===== src/rtl/ecu_pkg.sv =====
package ecu_pkg;
  localparam int CNT_W = 16;

  typedef enum logic [1:0] {
    EDGE_RISE = 2'b00,
    EDGE_FALL = 2'b01,
    EDGE_BOTH = 2'b10,
    EDGE_OFF  = 2'b11
  } edge_sel_e;

  localparam logic [1:0] ROUTE_ALL_A = 2'b00;
endpackage


===== src/rtl/ecu_sync_edge.sv =====
module ecu_sync_edge #(
  parameter int STAGES = 2
) (
  input  logic clk,
  input  logic rst_n,
  input  logic din,
  output logic rise,
  output logic fall
);
  logic [STAGES-1:0] chain;
  logic              prev;
  logic              cur;

  generate
    if (STAGES == 1) begin : g_single
      always_ff @(posedge clk or negedge rst_n) begin
        if (!rst_n) chain <= '0;
        else        chain <= din;
      end
    end else begin : g_multi
      always_ff @(posedge clk or negedge rst_n) begin
        if (!rst_n) chain <= '0;
        else        chain <= {chain[STAGES-2:0], din};
      end
    end
  endgenerate

  assign cur = chain[STAGES-1];

  always_ff @(posedge clk or negedge rst_n) begin
    if (!rst_n) prev <= 1'b0;
    else        prev <= cur;
  end

  assign rise = cur & ~prev;
  assign fall = ~cur & prev;

  AST_EDGE_EXCLUSIVE: assert property (@(posedge clk) disable iff (!rst_n)
    !(rise && fall));
endmodule


===== src/rtl/ecu_counter.sv =====
module ecu_counter #(
  parameter int W = 16
) (
  input  logic         clk,
  input  logic         rst_n,
  input  logic         en,
  output logic [W-1:0] cnt
);
  always_ff @(posedge clk or negedge rst_n) begin
    if (!rst_n)   cnt <= '0;
    else if (!en) cnt <= '0;
    else          cnt <= cnt + 1'b1;
  end

  AST_HOLD_ZERO: assert property (@(posedge clk) disable iff (!rst_n)
    !en |=> (cnt == '0));
  AST_STEP_WRAP: assert property (@(posedge clk) disable iff (!rst_n)
    en |=> (cnt == W'($past(cnt) + 1)));
endmodule


===== src/rtl/ecu_route.sv =====
module ecu_route
  import ecu_pkg::*;
#(
  parameter int W = 16
) (
  input  logic         clk,
  input  logic         rst_n,
  input  logic         en,
  input  logic         rise,
  input  logic         fall,
  input  logic [1:0]   edge_mode,
  input  logic [1:0]   route_mode,
  input  logic [W-1:0] cnt,
  output logic [W-1:0] reg_a,
  output logic [W-1:0] reg_b,
  output logic         wr_a,
  output logic         wr_b
);
  logic take_rise, take_fall, to_a, to_b, split;

  always_comb begin
    take_rise = en && rise &&
                (edge_mode == EDGE_RISE || edge_mode == EDGE_BOTH);
    take_fall = en && fall &&
                (edge_mode == EDGE_FALL || edge_mode == EDGE_BOTH);
    split     = (route_mode != ROUTE_ALL_A);
    to_b      = take_rise && split;
    to_a      = take_fall || (take_rise && !split);
  end

  always_ff @(posedge clk or negedge rst_n) begin
    if (!rst_n) begin
      reg_a <= '0;
      reg_b <= '0;
      wr_a  <= 1'b0;
      wr_b  <= 1'b0;
    end else begin
      wr_a <= to_a;
      wr_b <= to_b;
      if (to_a) reg_a <= cnt;
      if (to_b) reg_b <= cnt;
    end
  end

  AST_ONE_STROBE: assert property (@(posedge clk) disable iff (!rst_n)
    $onehot0({wr_a, wr_b}));
  AST_A_CHANGES_WITH_STROBE: assert property (@(posedge clk) disable iff (!rst_n)
    !$stable(reg_a) |-> wr_a);
  AST_B_CHANGES_WITH_STROBE: assert property (@(posedge clk) disable iff (!rst_n)
    !$stable(reg_b) |-> wr_b);
  AST_OFF_NO_WRITE: assert property (@(posedge clk) disable iff (!rst_n)
    (edge_mode == EDGE_OFF) |=> !(wr_a || wr_b));
  AST_DISABLED_NO_WRITE: assert property (@(posedge clk) disable iff (!rst_n)
    !en |=> !(wr_a || wr_b));
  AST_DEFAULT_ROUTE_A: assert property (@(posedge clk) disable iff (!rst_n)
    (route_mode == ROUTE_ALL_A) |=> !wr_b);
  AST_SPLIT_FALL_TO_A: assert property (@(posedge clk) disable iff (!rst_n)
    (en && fall && route_mode != ROUTE_ALL_A &&
     (edge_mode == EDGE_FALL || edge_mode == EDGE_BOTH)) |=> wr_a);
endmodule


===== src/rtl/edge_capture_unit.sv =====
module edge_capture_unit
  import ecu_pkg::*;
#(
  parameter int CW          = CNT_W,
  parameter int SYNC_STAGES = 2
) (
  input  logic          clk,
  input  logic          rst_n,
  input  logic          en,
  input  logic          cap_in0,
  input  logic          cap_in1,
  input  logic          src_sel,
  input  logic [1:0]    edge_mode,
  input  logic [1:0]    route_mode,
  output logic [CW-1:0] reg_a,
  output logic [CW-1:0] reg_b,
  output logic          wr_a,
  output logic          wr_b
);
  logic          pin;
  logic          rise, fall;
  logic [CW-1:0] cnt;

  assign pin = src_sel ? cap_in1 : cap_in0;

  ecu_sync_edge #(.STAGES(SYNC_STAGES)) u_sync (
    .clk(clk), .rst_n(rst_n), .din(pin), .rise(rise), .fall(fall)
  );

  ecu_counter #(.W(CW)) u_cnt (
    .clk(clk), .rst_n(rst_n), .en(en), .cnt(cnt)
  );

  ecu_route #(.W(CW)) u_route (
    .clk(clk), .rst_n(rst_n), .en(en), .rise(rise), .fall(fall),
    .edge_mode(edge_mode), .route_mode(route_mode), .cnt(cnt),
    .reg_a(reg_a), .reg_b(reg_b), .wr_a(wr_a), .wr_b(wr_b)
  );
endmodule


===== config.mk =====
export PLATFORM = sky130hd
export DESIGN_NAME = edge_capture_unit
export DESIGN_NICKNAME = d
export VERILOG_FILES = /design/src/rtl/ecu_pkg.sv /design/src/rtl/ecu_sync_edge.sv /design/src/rtl/ecu_counter.sv /design/src/rtl/ecu_route.sv /design/src/rtl/edge_capture_unit.sv
export SDC_FILE = /design/constraint.sdc
export NUM_CORES = 1
export LEC_CHECK = 0
export ABC_CLOCK_PERIOD_IN_PS = 4200
export BUFFER_PORTS_ARGS = -buffer_cell sky130_fd_sc_hd__clkbuf_2
export CAP_MARGIN = 20
export CELL_PAD_IN_SITES_DETAIL_PLACEMENT = 0
export CELL_PAD_IN_SITES_GLOBAL_PLACEMENT = 1
export CORE_ASPECT_RATIO = 1.1
export CORE_UTILIZATION = 47
export DETAILED_ROUTE_END_ITERATION = 8
export GPL_ROUTABILITY_DRIVEN = 0
export PLACE_DENSITY = 0.84
export SYNTH_ARGS = -nofsm -noshare
export SYNTH_HDL_FRONTEND = slang
export SYNTH_SLANG_ARGS = --single-unit

===== constraint.sdc =====
create_clock -name clk -period 4.2 [get_ports clk]
set_clock_uncertainty 0.1 [all_clocks]
set_input_delay 0.42 -clock clk [delete_from_list [all_inputs] [get_ports clk]]
set_output_delay 0.42 -clock clk [all_outputs]
set_load 0.02 [all_outputs]

==> run summary <==
* 1330 um2 — area taken by flip-flops and latches
* 470 MHz — Highest Clock Rate
* 54 — pin count of the biggest net entering global routing
* 33.0% — clock power share
* 8.7% — part of the power in combinational logic
* reg2reg — path type of the worst setup path
* 0.30 ns — Worst-Skew Late Latency
* 3810 um — wirelength, routed
* 17.4% — global router's overall resource usage
* 0 — hold violation total from the final report
* inv_1, o2111ai_4, o31ai_4, mux2_2 — CP cell instances
* 2640 um — DP Wirelength
* 74.5 um — die height
* 53 — count of clock tree sinks
* 171 — Synth Net Count
* 0 ns — total negative slack for setup checks
* 1,327 — vias in the first global route
* 218 — final net count
* 43 — quantity of I/O buffers inserted on ports
* 53 — flip-flop and latch count after synthesis
* 5060 um2 — area of the die
* 2.21 ns — critical path data arrival time
* 4620 um2 — Core Footprint
* 4.29 ns — CP required
* 27 — count of cell types in the netlist
* 0.09 ns — Reg clk slew, reported paths
* 17 — Critical Path Fanout Max
* 15.5% — area growth from synthesis to layout
* 0 — warning count from the yosys run
* false — setup repair after global routing missed its margin
* sky130_fd_sc_hd__dfrtp_1 — cell taking the most area after synthesis
* 30.0% — remaining max-slew budget at the tightest pin
* 58.3% — Reg power frac
* 0.000217 W — net switching component of the power
* 56.2% — post-route core utilization
* 1,363 — number of vias after detailed routing
* 1 — Critical path buffers and inverters
* flop — type of element capturing the critical path
* 42.7% — fraction of final layout cells sized beyond drive strength 1
* 0.000238 V — worst-case vdd ir drop
* 158 — Cells after Synth
* built — clock tree from TritonCTS
* 48.7% — Initial Utilization
* sky130_fd_sc_hd__o31ai_4 — library cell contributing the largest single delay on the critical path
* 44 — I/O pin count
* 59.0% — post-synthesis sequential area ratio
* 14.2 um2 — post-synthesis average cell area
* 0 — initial antenna violation count
* 4 — number of iterations in the first detailed-routing pass
* 14.5 um — post-detailed-route wirelength per cell
* 0 — number of maximum-capacitance violations
* 0 — remaining antenna violation count after routing
* 0 — final-report setup violation count
* sky130_fd_sc_hd__dfrtp_1 — top flip-flop cell by instance count after synthesis
* 853 um2 — area of combinational cells with multiple inputs
* 50.6% — final critical-path share of the clock period
* 2 — clock buffer depth
* 1.05 ns — transition at the pin with the smallest max-transition slack
* in2async — type of the worst min-delay path
* 67.9 um — horizontal extent of the die
* 0 — Pins Over Slew Limit
* 0 — number of remaining DRC errors
* 399 — Fillers
* 0.000709 W — Internal Pwr Total
* 66 — 1st-iter DRT viols
* 0 — post-CTS setup-driven buffer insertion count
* 100% — fraction of registers with async set or reset after synthesis
* 1.36 nW — leakage power summed over all cells
* 26 — placement row count
* sky130_fd_sc_hd__clkbuf_8 — root buf cell
* 59.0% — area fraction of the dominant cell type after synthesis
* compound AO/OA/AOI/OAI gates — dominant delay contributor by cell family on the critical path
* 0 — quantity of gates resized following cts
* 5 — clock buffer count from CTS
* 23.4% — Net Sw Frac
* flop — Worst setup SP type
* 0 — number of enable flip-flop cells after synthesis
* 6350 um — wire length of the first global-routing pass
* 357 nW/um2 — power per standard cell area
* sky130_fd_sc_hd__dfrtp_1 59%, sky130_fd_sc_hd__mux2_2 12%, sky130_fd_sc_hd__mux2_4 6.0%, sky130_fd_sc_hd__and2_1 3.6%, sky130_fd_sc_hd__xor2_1 3.1% — top cells by area in the synthesized netlist
* finished clean — status
* 0 — number of diodes
* 0 — hold buffers post-CTS
* 2.13 ns — Final Critical Period
* sky130_fd_sc_hd__dfrtp_1 — cell with the most instances after synthesis
* 5.20 — Avg Vias per Cell
* 0 — Overflow after GRT
* 53 x sky130_fd_sc_hd__dfrtp_1, 24 x sky130_fd_sc_hd__mux2_2, 13 x sky130_fd_sc_hd__and2_1 — leading cell types by count after synthesis
* 2250 um2 — post-synth design cell area
* 0.87 ns — crit-path max cell delay
* 2 — # H-tree levels
==> layer usage <==
metal  track usage, %  share of wire (%)  up-vias
met5                0                  0        -
met4             6.94                1.5        0
met3             5.06                3.9        4
met2             28.5                 51       27
met1             21.3                 44      697
li1                 -                  -      635
==> metrics by stage <==
| stage | hold WS [ns] | total power, W | instances | worst slack, ns | area (um2) |
|---|---|---|---|---|---|
| 6_report | 0.125 | 0.000926 | 262 | 2.07 | 2600 |
| 5_1_grt | 0.185 | 0.000965 | 262 | 1.98 | 2600 |
| 4_1_cts | 0.151 | 0.000935 | 262 | 2.03 | 2600 |
| 3_5_place_dp | 0.242 | 0.000633 | 254 | 1.72 | 2490 |
| 3_3_place_gp | 0.234 | 0.000629 | 254 | 1.78 | 2490 |
| 2_1_floorplan | 0.0244 | 0.000599 | 158 | 2.29 | 2250 |
==> power by group through the flow <==
stage | sequential, W | combinational [W] | clock [W]
floorplan | 0.000566 | 0.0000334 | 0
global placement | 0.000549 | 0.0000799 | 0
detailed placement | 0.000550 | 0.0000829 | 0
CTS | 0.000540 | 0.0000832 | 0.000312
global route | 0.000543 | 0.0000887 | 0.000333
finish | 0.000540 | 0.0000809 | 0.000305
==> worst reg2reg max path: stages, from the launching register on <==
cell and delay [ns]:
sky130_fd_sc_hd__dfrtp_1 0.38, sky130_fd_sc_hd__inv_1 0.09, sky130_fd_sc_hd__o2111ai_4 0.15, sky130_fd_sc_hd__o31ai_4 0.87, sky130_fd_sc_hd__mux2_2 0.43
==> area by class of cell <==
type,count,area share [%]
multi-input cells,95,32.9
inverters,6,0.867
clock buffers,7,3.71
clock inverters,1,0.193
repair buffers,44,8.58
well taps,56,2.70
flip-flops and latches,53,51.1
==> sequential cells by signal, indices dropped and copies added, names as in the netlist <==
signal         count
u_route.wr_a       1
u_route.reg_a     16
u_route.reg_b     16
u_sync.chain       2
u_sync.prev        1
u_route.wr_b       1
u_cnt.cnt         16
==> cells by family after synthesis <==
group	count (synthesis)	synth area share [%]
xor+xnor	12	4.67
simple gates	42	10.5
buf+inv	10	3.06
fa+ha+maj	3	1.67
mux	34	18.5
flops	53	59.0
compound gates	4	2.67
==> path summary, 6_finish.rpt <==
| kind | slack, ns | depth (start not counted) | endpoint | from |
|---|---|---|---|---|
| worst max-delay path | 2.07 | 4 | u_route.reg_a[4] | u_sync.prev |
| worst min-delay path | 0.13 | 2 | u_route.wr_a | rst_n |
| worst max register to register | 2.07 | 4 | u_route.reg_a[4] | u_sync.prev |
| worst min register to register | 0.26 | 0 | u_sync.chain[1] | u_sync.chain[0] |
| max in group asynchronous | 3.44 | 2 | u_route.reg_a[4] | rst_n |
| min in group clk | 0.25 | 2 | u_sync.chain[0] | cap_in0 |
==> placed cells by master, fill, tap and decap left out <==
| cell type | count |
|---|---|
| sky130_fd_sc_hd__nor3_1 | 4 |
| sky130_fd_sc_hd__o21ai_0 | 1 |
| sky130_fd_sc_hd__o31ai_4 | 1 |
| sky130_fd_sc_hd__mux2i_1 | 1 |
| sky130_fd_sc_hd__nand4b_1 | 1 |
| sky130_fd_sc_hd__inv_1 | 6 |
| sky130_fd_sc_hd__a21boi_0 | 1 |
| sky130_fd_sc_hd__nor4_1 | 3 |
| sky130_fd_sc_hd__buf_4 | 1 |
| sky130_fd_sc_hd__nand3_1 | 5 |
| sky130_fd_sc_hd__or2b_1 | 1 |
| sky130_fd_sc_hd__mux2_2 | 24 |
| sky130_fd_sc_hd__mux2_4 | 9 |
| sky130_fd_sc_hd__or3_1 | 1 |
| sky130_fd_sc_hd__clkinv_2 | 1 |
| sky130_fd_sc_hd__nand4_1 | 4 |
| sky130_fd_sc_hd__nor2b_1 | 1 |
| sky130_fd_sc_hd__nor2_1 | 4 |
| sky130_fd_sc_hd__clkbuf_8 | 7 |
| sky130_fd_sc_hd__clkbuf_2 | 43 |
| sky130_fd_sc_hd__dfrtp_1 | 53 |
| sky130_fd_sc_hd__nor2_2 | 1 |
| sky130_fd_sc_hd__xnor2_1 | 4 |
| sky130_fd_sc_hd__ha_1 | 3 |
| sky130_fd_sc_hd__and2_1 | 13 |
| sky130_fd_sc_hd__o2111ai_4 | 1 |
| sky130_fd_sc_hd__xor2_1 | 8 |
| sky130_fd_sc_hd__nand2_1 | 4 |
(Power assumes the default switching activity.)
